$ cat config.mk
export PLATFORM = sky130hd
export DESIGN_NAME = rtc3w_master
export DESIGN_NICKNAME = d
export VERILOG_FILES = /design/src/rtl/rtc3w_pkg.sv /design/src/rtl/rtc3w_pacer.sv /design/src/rtl/rtc3w_seq.sv /design/src/rtl/rtc3w_master.sv
export SDC_FILE = /design/constraint.sdc
export NUM_CORES = 1
export LEC_CHECK = 0
export BUFFER_PORTS_ARGS = -buffer_cell sky130_fd_sc_hd__buf_2
export CORE_MARGIN = 2
export CORE_UTILIZATION = 48
export DETAILED_ROUTE_END_ITERATION = 8
export PLACE_DENSITY_LB_ADDON = 0.12
export SYNTH_ARGS = -nofsm -noshare
export SYNTH_HDL_FRONTEND = slang
export SYNTH_SLANG_ARGS = --single-unit
$ cat constraint.sdc
create_clock -name clk -period 2.36 [get_ports clk]
set_input_delay 0.354 -clock clk [delete_from_list [all_inputs] [get_ports clk]]
set_output_delay 0.354 -clock clk [all_outputs]
set_load 0.005 [all_outputs]
$ cat src/rtl/rtc3w_pkg.sv
package rtc3w_pkg;
  localparam int ADDR_W = 6;
  localparam int BYTE_W = 8;
  localparam int XFER_BITS = 2 * BYTE_W;
  localparam int BIT_IDX_W = $clog2(XFER_BITS);

  typedef enum logic [2:0] {
    ST_IDLE,
    ST_SETUP,
    ST_CEUP,
    ST_LOW,
    ST_HIGH,
    ST_TAIL
  } seq_state_t;

  function automatic logic [BYTE_W-1:0] make_cmd(input logic [ADDR_W-1:0] a, input logic is_rd);
    make_cmd = {1'b1, a, is_rd};
  endfunction
endpackage

$ cat src/rtl/rtc3w_pacer.sv
module rtc3w_pacer #(
  parameter int HALF_CYC = 4
) (
  input  logic clk,
  input  logic rst,
  input  logic run,
  output logic tick
);
  localparam int CNT_W = (HALF_CYC > 1) ? $clog2(HALF_CYC) : 1;
  localparam logic [CNT_W-1:0] LAST = CNT_W'(HALF_CYC - 1);

  logic [CNT_W-1:0] cnt;

  assign tick = run && (cnt == LAST);

  always_ff @(posedge clk) begin
    if (rst || !run || tick) cnt <= '0;
    else                     cnt <= cnt + 1'b1;
  end

  generate
    if (HALF_CYC > 1) begin : g_spacing
      p_tick_spacing_r6: assert property (@(posedge clk) disable iff (rst) tick |=> !tick)
        else $error("tick repeated within one half period");
    end
  endgenerate
endmodule

$ cat src/rtl/rtc3w_seq.sv
module rtc3w_seq
  import rtc3w_pkg::*;
(
  input  logic              clk,
  input  logic              rst,
  input  logic              tick,
  input  logic              start,
  input  logic              rd,
  input  logic [ADDR_W-1:0] addr,
  input  logic [BYTE_W-1:0] wdata,
  input  logic              sio_i,
  output logic              run,
  output logic              busy,
  output logic              done,
  output logic [BYTE_W-1:0] rdata,
  output logic              ce_o,
  output logic              sclk_o,
  output logic              sio_o,
  output logic              sio_oe
);
  seq_state_t               state;
  logic [XFER_BITS-1:0]     shreg;
  logic [BIT_IDX_W-1:0]     bitn;
  logic [BIT_IDX_W-1:0]     nxt;
  logic                     rd_q;

  assign run = (state != ST_IDLE);
  assign nxt = bitn + 1'b1;

  always_ff @(posedge clk) begin
    if (rst) begin
      state  <= ST_IDLE;
      shreg  <= '0;
      bitn   <= '0;
      rd_q   <= 1'b0;
      busy   <= 1'b0;
      done   <= 1'b0;
      rdata  <= '0;
      ce_o   <= 1'b0;
      sclk_o <= 1'b0;
      sio_o  <= 1'b0;
      sio_oe <= 1'b1;
    end else begin
      done <= 1'b0;
      case (state)
        ST_IDLE: begin
          if (start) begin
            shreg  <= {wdata, make_cmd(addr, rd)};
            rd_q   <= rd;
            bitn   <= '0;
            busy   <= 1'b1;
            ce_o   <= 1'b0;
            sclk_o <= 1'b0;
            sio_o  <= 1'b0;
            sio_oe <= 1'b1;
            state  <= ST_SETUP;
          end
        end
        ST_SETUP: if (tick) begin
          ce_o  <= 1'b1;
          state <= ST_CEUP;
        end
        ST_CEUP: if (tick) begin
          sio_o <= shreg[0];
          state <= ST_LOW;
        end
        ST_LOW: if (tick) begin
          sclk_o <= 1'b1;
          if (rd_q && bitn[BIT_IDX_W-1]) rdata[bitn[BIT_IDX_W-2:0]] <= sio_i;
          state <= ST_HIGH;
        end
        ST_HIGH: if (tick) begin
          sclk_o <= 1'b0;
          if (bitn == BIT_IDX_W'(XFER_BITS - 1)) begin
            state <= ST_TAIL;
          end else begin
            bitn  <= nxt;
            shreg <= shreg >> 1;
            if (rd_q && nxt[BIT_IDX_W-1]) begin
              sio_oe <= 1'b0;
              sio_o  <= 1'b0;
            end else begin
              sio_o <= shreg[1];
            end
            state <= ST_LOW;
          end
        end
        ST_TAIL: if (tick) begin
          ce_o   <= 1'b0;
          sio_oe <= 1'b1;
          sio_o  <= 1'b0;
          busy   <= 1'b0;
          done   <= 1'b1;
          state  <= ST_IDLE;
        end
        default: state <= ST_IDLE;
      endcase
    end
  end

  p_sclk_needs_ce_r4: assert property (@(posedge clk) disable iff (rst) sclk_o |-> ce_o)
    else $error("serial clock high outside chip-enable");
  p_sio_stable_r9: assert property (@(posedge clk) disable iff (rst) (sclk_o && $past(sclk_o)) |-> $stable(sio_o))
    else $error("data moved while serial clock high");
  p_done_pulse_r7: assert property (@(posedge clk) disable iff (rst) done |=> !done)
    else $error("done longer than one cycle");
  p_done_not_busy_r7: assert property (@(posedge clk) disable iff (rst) done |-> !busy)
    else $error("busy still high with done");
  p_oe_hold_r10: assert property (@(posedge clk) disable iff (rst) (ce_o && !sio_oe) |=> (!sio_oe || !ce_o))
    else $error("drive enable returned inside chip-enable window");
  p_idle_low_r3: assert property (@(posedge clk) disable iff (rst) !busy |-> (!ce_o && !sclk_o))
    else $error("wires active while not busy");
endmodule

$ cat src/rtl/rtc3w_master.sv
module rtc3w_master
  import rtc3w_pkg::*;
#(
  parameter int HALF_CYC = 4
) (
  input  logic              clk,
  input  logic              rst,
  input  logic              start,
  input  logic              rd,
  input  logic [ADDR_W-1:0] addr,
  input  logic [BYTE_W-1:0] wdata,
  output logic              busy,
  output logic              done,
  output logic [BYTE_W-1:0] rdata,
  output logic              ce_o,
  output logic              sclk_o,
  output logic              sio_o,
  output logic              sio_oe,
  input  logic              sio_i
);
  logic run;
  logic tick;

  rtc3w_pacer #(.HALF_CYC(HALF_CYC)) pacer_i (
    .clk  (clk),
    .rst  (rst),
    .run  (run),
    .tick (tick)
  );

  rtc3w_seq seq_i (
    .clk    (clk),
    .rst    (rst),
    .tick   (tick),
    .start  (start),
    .rd     (rd),
    .addr   (addr),
    .wdata  (wdata),
    .sio_i  (sio_i),
    .run    (run),
    .busy   (busy),
    .done   (done),
    .rdata  (rdata),
    .ce_o   (ce_o),
    .sclk_o (sclk_o),
    .sio_o  (sio_o),
    .sio_oe (sio_oe)
  );
endmodule

Yosys cells after proc, flatten, opt, wreduce, memory -nomap -nowiden
Cells that the tools add are included.

Bits in registers: 40. Input bits: 19. Logic and storage cells: 93.

Add/sub/neg operators: 2. Magnitude comparators: 2. Equality and inequality tests: 15. Muxes and demuxes: 36. Bitwise gates (word level): 1. Reduce and logical (&&, ||, !) cells: 25.

Operator list (count): $mux W16 (3); $pmux W16 S2 (1); $mux W3 (7); $pmux W3 S6 (1); $reduce_and A6 Y1 (3); $ne A2 B2 Y1 const B (7); $mux W1 (13); $mux W4 (3); $reduce_and A4 Y1 (3); $reduce_bool A3 Y1 (4); $pmux W1 S3 (3); $bwmux W8 (1); $pmux W4 S2 (1); $eq A3 B2 Y1 const B (2); $eq A3 B3 Y1 const B (2); $reduce_and A3 Y1 (2); $add A4 B1 Y4 const B (1); $eq A4 B4 Y1 const B (1); $logic_and A1 B1 Y1 (4); $lt A3 B4 Y1 const B (1); $pmux W1 S4 (1); $reduce_bool A2 Y1 (2); $reduce_bool A4 Y1 (1); $demux W1 S3 (1); 12 further kinds (13).

Depth between registers and ports, before layout
Depth after elaboration: 6. Depth in mapped cells: 7. Gate-level depth less buffers: 5.

By module
A second synthesis with hierarchy kept.

Cells, all modules: 228. Area total of the unflattened synthesis: 2039.5 µm².

By module, submodules not included: rtc3w_seq (times used 1, cells each 222, area an instance 1953.1 µm², seq. area each 760.7 µm²); rtc3w_pacer (times used 1, cells each 6, area an instance 86.3 µm², seq. area each 40.0 µm²).

Worst setup path before layout
No wires, ideal clock.

Path kind: register -> register. From: register pacer_i.cnt[0]. To: register seq_i.shreg[12]. Setup time: 0.146 ns. Arrival: 1.367 ns. Slack: 0.847 ns. Cell stages (with the launch flop): 8. Path buffers: 2. Period minus slack after synthesis: 1.513 ns. Cells stage by stage: dfxtp_1 > ha_1 > buf_2 > and4bb_1 > a21o_4 > buf_6 > nor2_1 > a211oi_2.

Cells in the longest elaborated chain, start to end: 4.

RTL lines: from (decl) (RTL line rtc3w_pacer.sv:12) `logic [CNT_W-1:0] cnt;`; from (signal assigned) (RTL line rtc3w_pacer.sv:18) `else cnt <= cnt + 1'b1;`; $eq A2 B2 Y1 (RTL line rtc3w_pacer.sv:14) `assign tick = run && (cnt == LAST);`; $logic_and A1 B1 Y1 (RTL line rtc3w_pacer.sv:14); $ne A2 B2 Y1 (no line); $reduce_and A4 Y1 (no line); to (signal assigned) (RTL line rtc3w_seq.sv:48) `shreg <= {wdata, make_cmd(addr, rd)};`; to (signal assigned) (RTL line rtc3w_seq.sv:78) `shreg <= shreg >> 1;`; to (decl) (RTL line rtc3w_seq.sv:22) `logic [XFER_BITS-1:0] shreg;`.

Every way passes these cells. A chain may end at the register's enable or synchronous reset.

Final worst setup path
From: register pacer_i.cnt[0]. To: register seq_i.shreg[14].

The elaborated chain is that of the path after synthesis.

==> metrics.log <==
INFO  metric outcome = finished, final reports clean
INFO  metric tightestPinTransition = 646 ps
INFO  metric highest_count_cells_in_the_layout_ignoring_fill_and_taps = sky130_fd_sc_hd__dfxtp_1, sky130_fd_sc_hd__nor2_1, sky130_fd_sc_hd__buf_2
INFO  metric io-pin-count = 33
INFO  metric synth.net_count = 230
INFO  metric synth-warning-count = 0
INFO  metric holdPathEnd = seq_i.shreg[15]
INFO  metric final_common_cell = sky130_fd_sc_hd__dfxtp_1
INFO  metric cts.clk_slew.worst_paths = 70 ps
INFO  metric die_h = 68.7 um
INFO  metric fin_nets = 254
INFO  metric max-cap-violations = 0
INFO  metric number_of_synthesized_flops_with_an_enable_pin = 0
INFO  metric syn_area = 0.00201 mm2
INFO  metric grt.total_usage = 17.8%
INFO  metric ctsHtreeMaxLevel = 2
INFO  metric max-vdd-ir-drop = 0.000424 V
INFO  metric finalSetupViolCount = 0
INFO  metric root_buffer = sky130_fd_sc_hd__clkbuf_8
INFO  metric tritoncts = done
INFO  metric finalPower = 1.46 mW
INFO  metric initial_antenna_violation_count = 0
INFO  metric post_route_cells_drive_above_1_share = 27.4%
INFO  metric cp.arrival = 2180 ps
INFO  metric post_synth_main_area_contributors = sky130_fd_sc_hd__dfxtp_1, sky130_fd_sc_hd__mux2i_1, sky130_fd_sc_hd__a211oi_2, sky130_fd_sc_hd__nor2_1, sky130_fd_sc_hd__a21oi_1
INFO  metric netlist.top_cell.by_area = sky130_fd_sc_hd__dfxtp_1
INFO  metric min-delay-path-class = input pin to flop
INFO  metric clk-insertion-delay-late = 280 ps
INFO  metric total_area_of_multi_input_combinational_cells = 0.00109 mm2
INFO  metric cts.hold.buffers_added = 0
INFO  metric place_congestion = 0.766
INFO  metric min_from = wdata[7]
INFO  metric detail_route.drc_violations = 0
INFO  metric final.fill_count = 370
INFO  metric ys_seq_area_share = 39.9%
INFO  metric full_die_area = 0.00472 mm2
INFO  metric min_delay_path_depth = 3
INFO  metric drt-wirelength-per-cell = 13.2 um
INFO  metric ff2ff_setup_slack = 380 ps
INFO  metric std_cell_rows = 23
INFO  metric initialDrtViolationCount = 115
INFO  metric drtPass1Iterations = 4
INFO  metric timing.critical_path.to_type = flop
INFO  metric synth_cell_types = 45
INFO  metric syn_inst = 209
INFO  metric synth_seq_cells = 40
INFO  metric dp_cells = 276
INFO  metric routed_wl = 3760 um
INFO  metric first_global_vias = 1,421
INFO  metric die_x = 68.7 um
INFO  metric dpl_worst_slack = 376 ps
INFO  metric setup_repair_after_global_routing_missed_its_margin = no
INFO  metric finalCriticalPeriod = 1980 ps
INFO  metric criticalPathCategory = flop to flop
INFO  metric hpwlAfterDp = 2670 um
INFO  metric numClockSinks = 40
INFO  metric grt_max_degree = 32
INFO  metric register_area = 801 um2
INFO  metric placement.io_buffers = 32
INFO  metric gr-total-overflow = 0
INFO  metric critPathLaunch = pacer_i.cnt[0]
INFO  metric fmax = 506 MHz
INFO  metric power_density = 644 mW/mm2
INFO  metric n_antenna_cell = 0
INFO  metric post-synth-top-area-fraction = 39.9%
INFO  metric cts_repair_resize_count = 0
INFO  metric synthesis.area_per_instance = 9.61 um2
INFO  metric syn2layout_area_growth = 12.9%
INFO  metric most_used_flip_flop_cell_after_synthesis = sky130_fd_sc_hd__dfxtp_1
INFO  metric final_design_utilization = 56.3%
INFO  metric cts-root-to-sink-buffers = 2
INFO  metric final-instance-count-excl-fill = 284
INFO  metric grt_first_pass_wirelength = 6280 um
INFO  metric timing.final.ws_setup = 383 ps
INFO  metric core_region_area = 0.00403 mm2
INFO  metric dr_total_vias = 1,547
INFO  metric post_dp_cell_area = 0.00214 mm2
INFO  metric route.detailed.vias_per_inst = 5.45
INFO  metric required = 2560 ps
INFO  metric report.final.hold_viol_count = 0
INFO  metric worstPathMaxFanout = 31
INFO  metric initial_core_util = 49.9%
INFO  metric final-max-slew-violation-count = 0
INFO  metric worst-r2r-cell-count = 5
INFO  metric final_antenna_net_count = 0
INFO  metric worstReg2RegEnd = seq_i.shreg[14]
INFO  metric timing.max_slew.rel_slack = 56.9%
INFO  metric static-leakage-power = 0.861 nW
INFO  metric post_cts.repair.setup_buffers = 0
INFO  metric worst_clock_skew = 3.95 ps
INFO  metric final.hold.worst_slack = 337 ps
INFO  metric worstReg2RegStart = pacer_i.cnt[0]
INFO  metric final_min_period_over_clock_period = 83.8%
INFO  metric fin_setup_tns = 0 ps
INFO  metric fin_area = 0.00227 mm2
INFO  metric numCtsBuffers = 5
INFO  metric worst_setup_path_start_kind = flop
INFO  metric postSynth.asyncResetShare = 0%
## critical path, stage by stage, from the launching register on
cell and delay [ps]:
sky130_fd_sc_hd__dfxtp_1 340, sky130_fd_sc_hd__ha_1 510, sky130_fd_sc_hd__and4bb_1 360, sky130_fd_sc_hd__a21o_4 380
sky130_fd_sc_hd__nor2_1 100, sky130_fd_sc_hd__a211oi_2 210
## power by group
part,switching (mW),internal (mW),total (mW)
registers,0.0241,0.707,0.731
logic,0.0727,0.0613,0.134
clock network,0.224,0.373,0.597
## how the worst max path moves through the flow
stage and to:
6_report seq_i.shreg[14], 3_3_place_gp seq_i.shreg[8], 3_5_place_dp seq_i.shreg[14], 4_1_cts seq_i.shreg[14]
5_1_grt seq_i.shreg[5], 2_1_floorplan seq_i.shreg[12]
## per-layer routing
| metal | track usage, % | wire length [um] |
|---|---|---|
| met5 | 0 | 0 |
| met4 | 6.62 | 57 |
| met3 | 4.87 | 157 |
| met2 | 30.0 | 1770 |
| met1 | 21.7 | 1770 |
## state kept, by name, summed over array words and instances (netlist names), 2 cells and up
name         count
seq_i.shreg     16
seq_i.state      3
seq_i.bitn       4
pacer_i.cnt      2
seq_i.rdata      8
## cell usage after synthesis, types with 3 or more instances
master and count:
sky130_fd_sc_hd__dfxtp_1 40, sky130_fd_sc_hd__o21ai_0 3, sky130_fd_sc_hd__buf_6 4, sky130_fd_sc_hd__nor2b_1 3
sky130_fd_sc_hd__nor3_1 8, sky130_fd_sc_hd__a211oi_2 13, sky130_fd_sc_hd__buf_4 3, sky130_fd_sc_hd__a21oi_1 11
sky130_fd_sc_hd__mux2i_1 24, sky130_fd_sc_hd__nand2_1 6, sky130_fd_sc_hd__nand2b_1 5, sky130_fd_sc_hd__nor2_1 34
sky130_fd_sc_hd__nand3b_1 3, sky130_fd_sc_hd__buf_2 3, sky130_fd_sc_hd__nand3_1 7, sky130_fd_sc_hd__clkbuf_1 6
## kinds of logic (layout without fill, tap and decap cells)
group,count (synthesis),count (layout),share of synthesized area [%]
compound gates,39,39,16.8
simple gates,83,83,23.7
flops,40,40,39.9
buf+inv,20,45,5.98
mux,24,24,12.0
xor+xnor,1,1,0.436
fa+ha+maj,2,2,1.25
## area by class of cell
cell class	instances	share of cell area [%]
multi-input cells	149	48.0
flip-flops and latches	40	35.3
repair buffers	35	8.05
clock buffers	7	4.25
well taps	50	2.76
clock inverters	1	1.32
inverters	2	0.331
(Power assumes the default switching activity.)
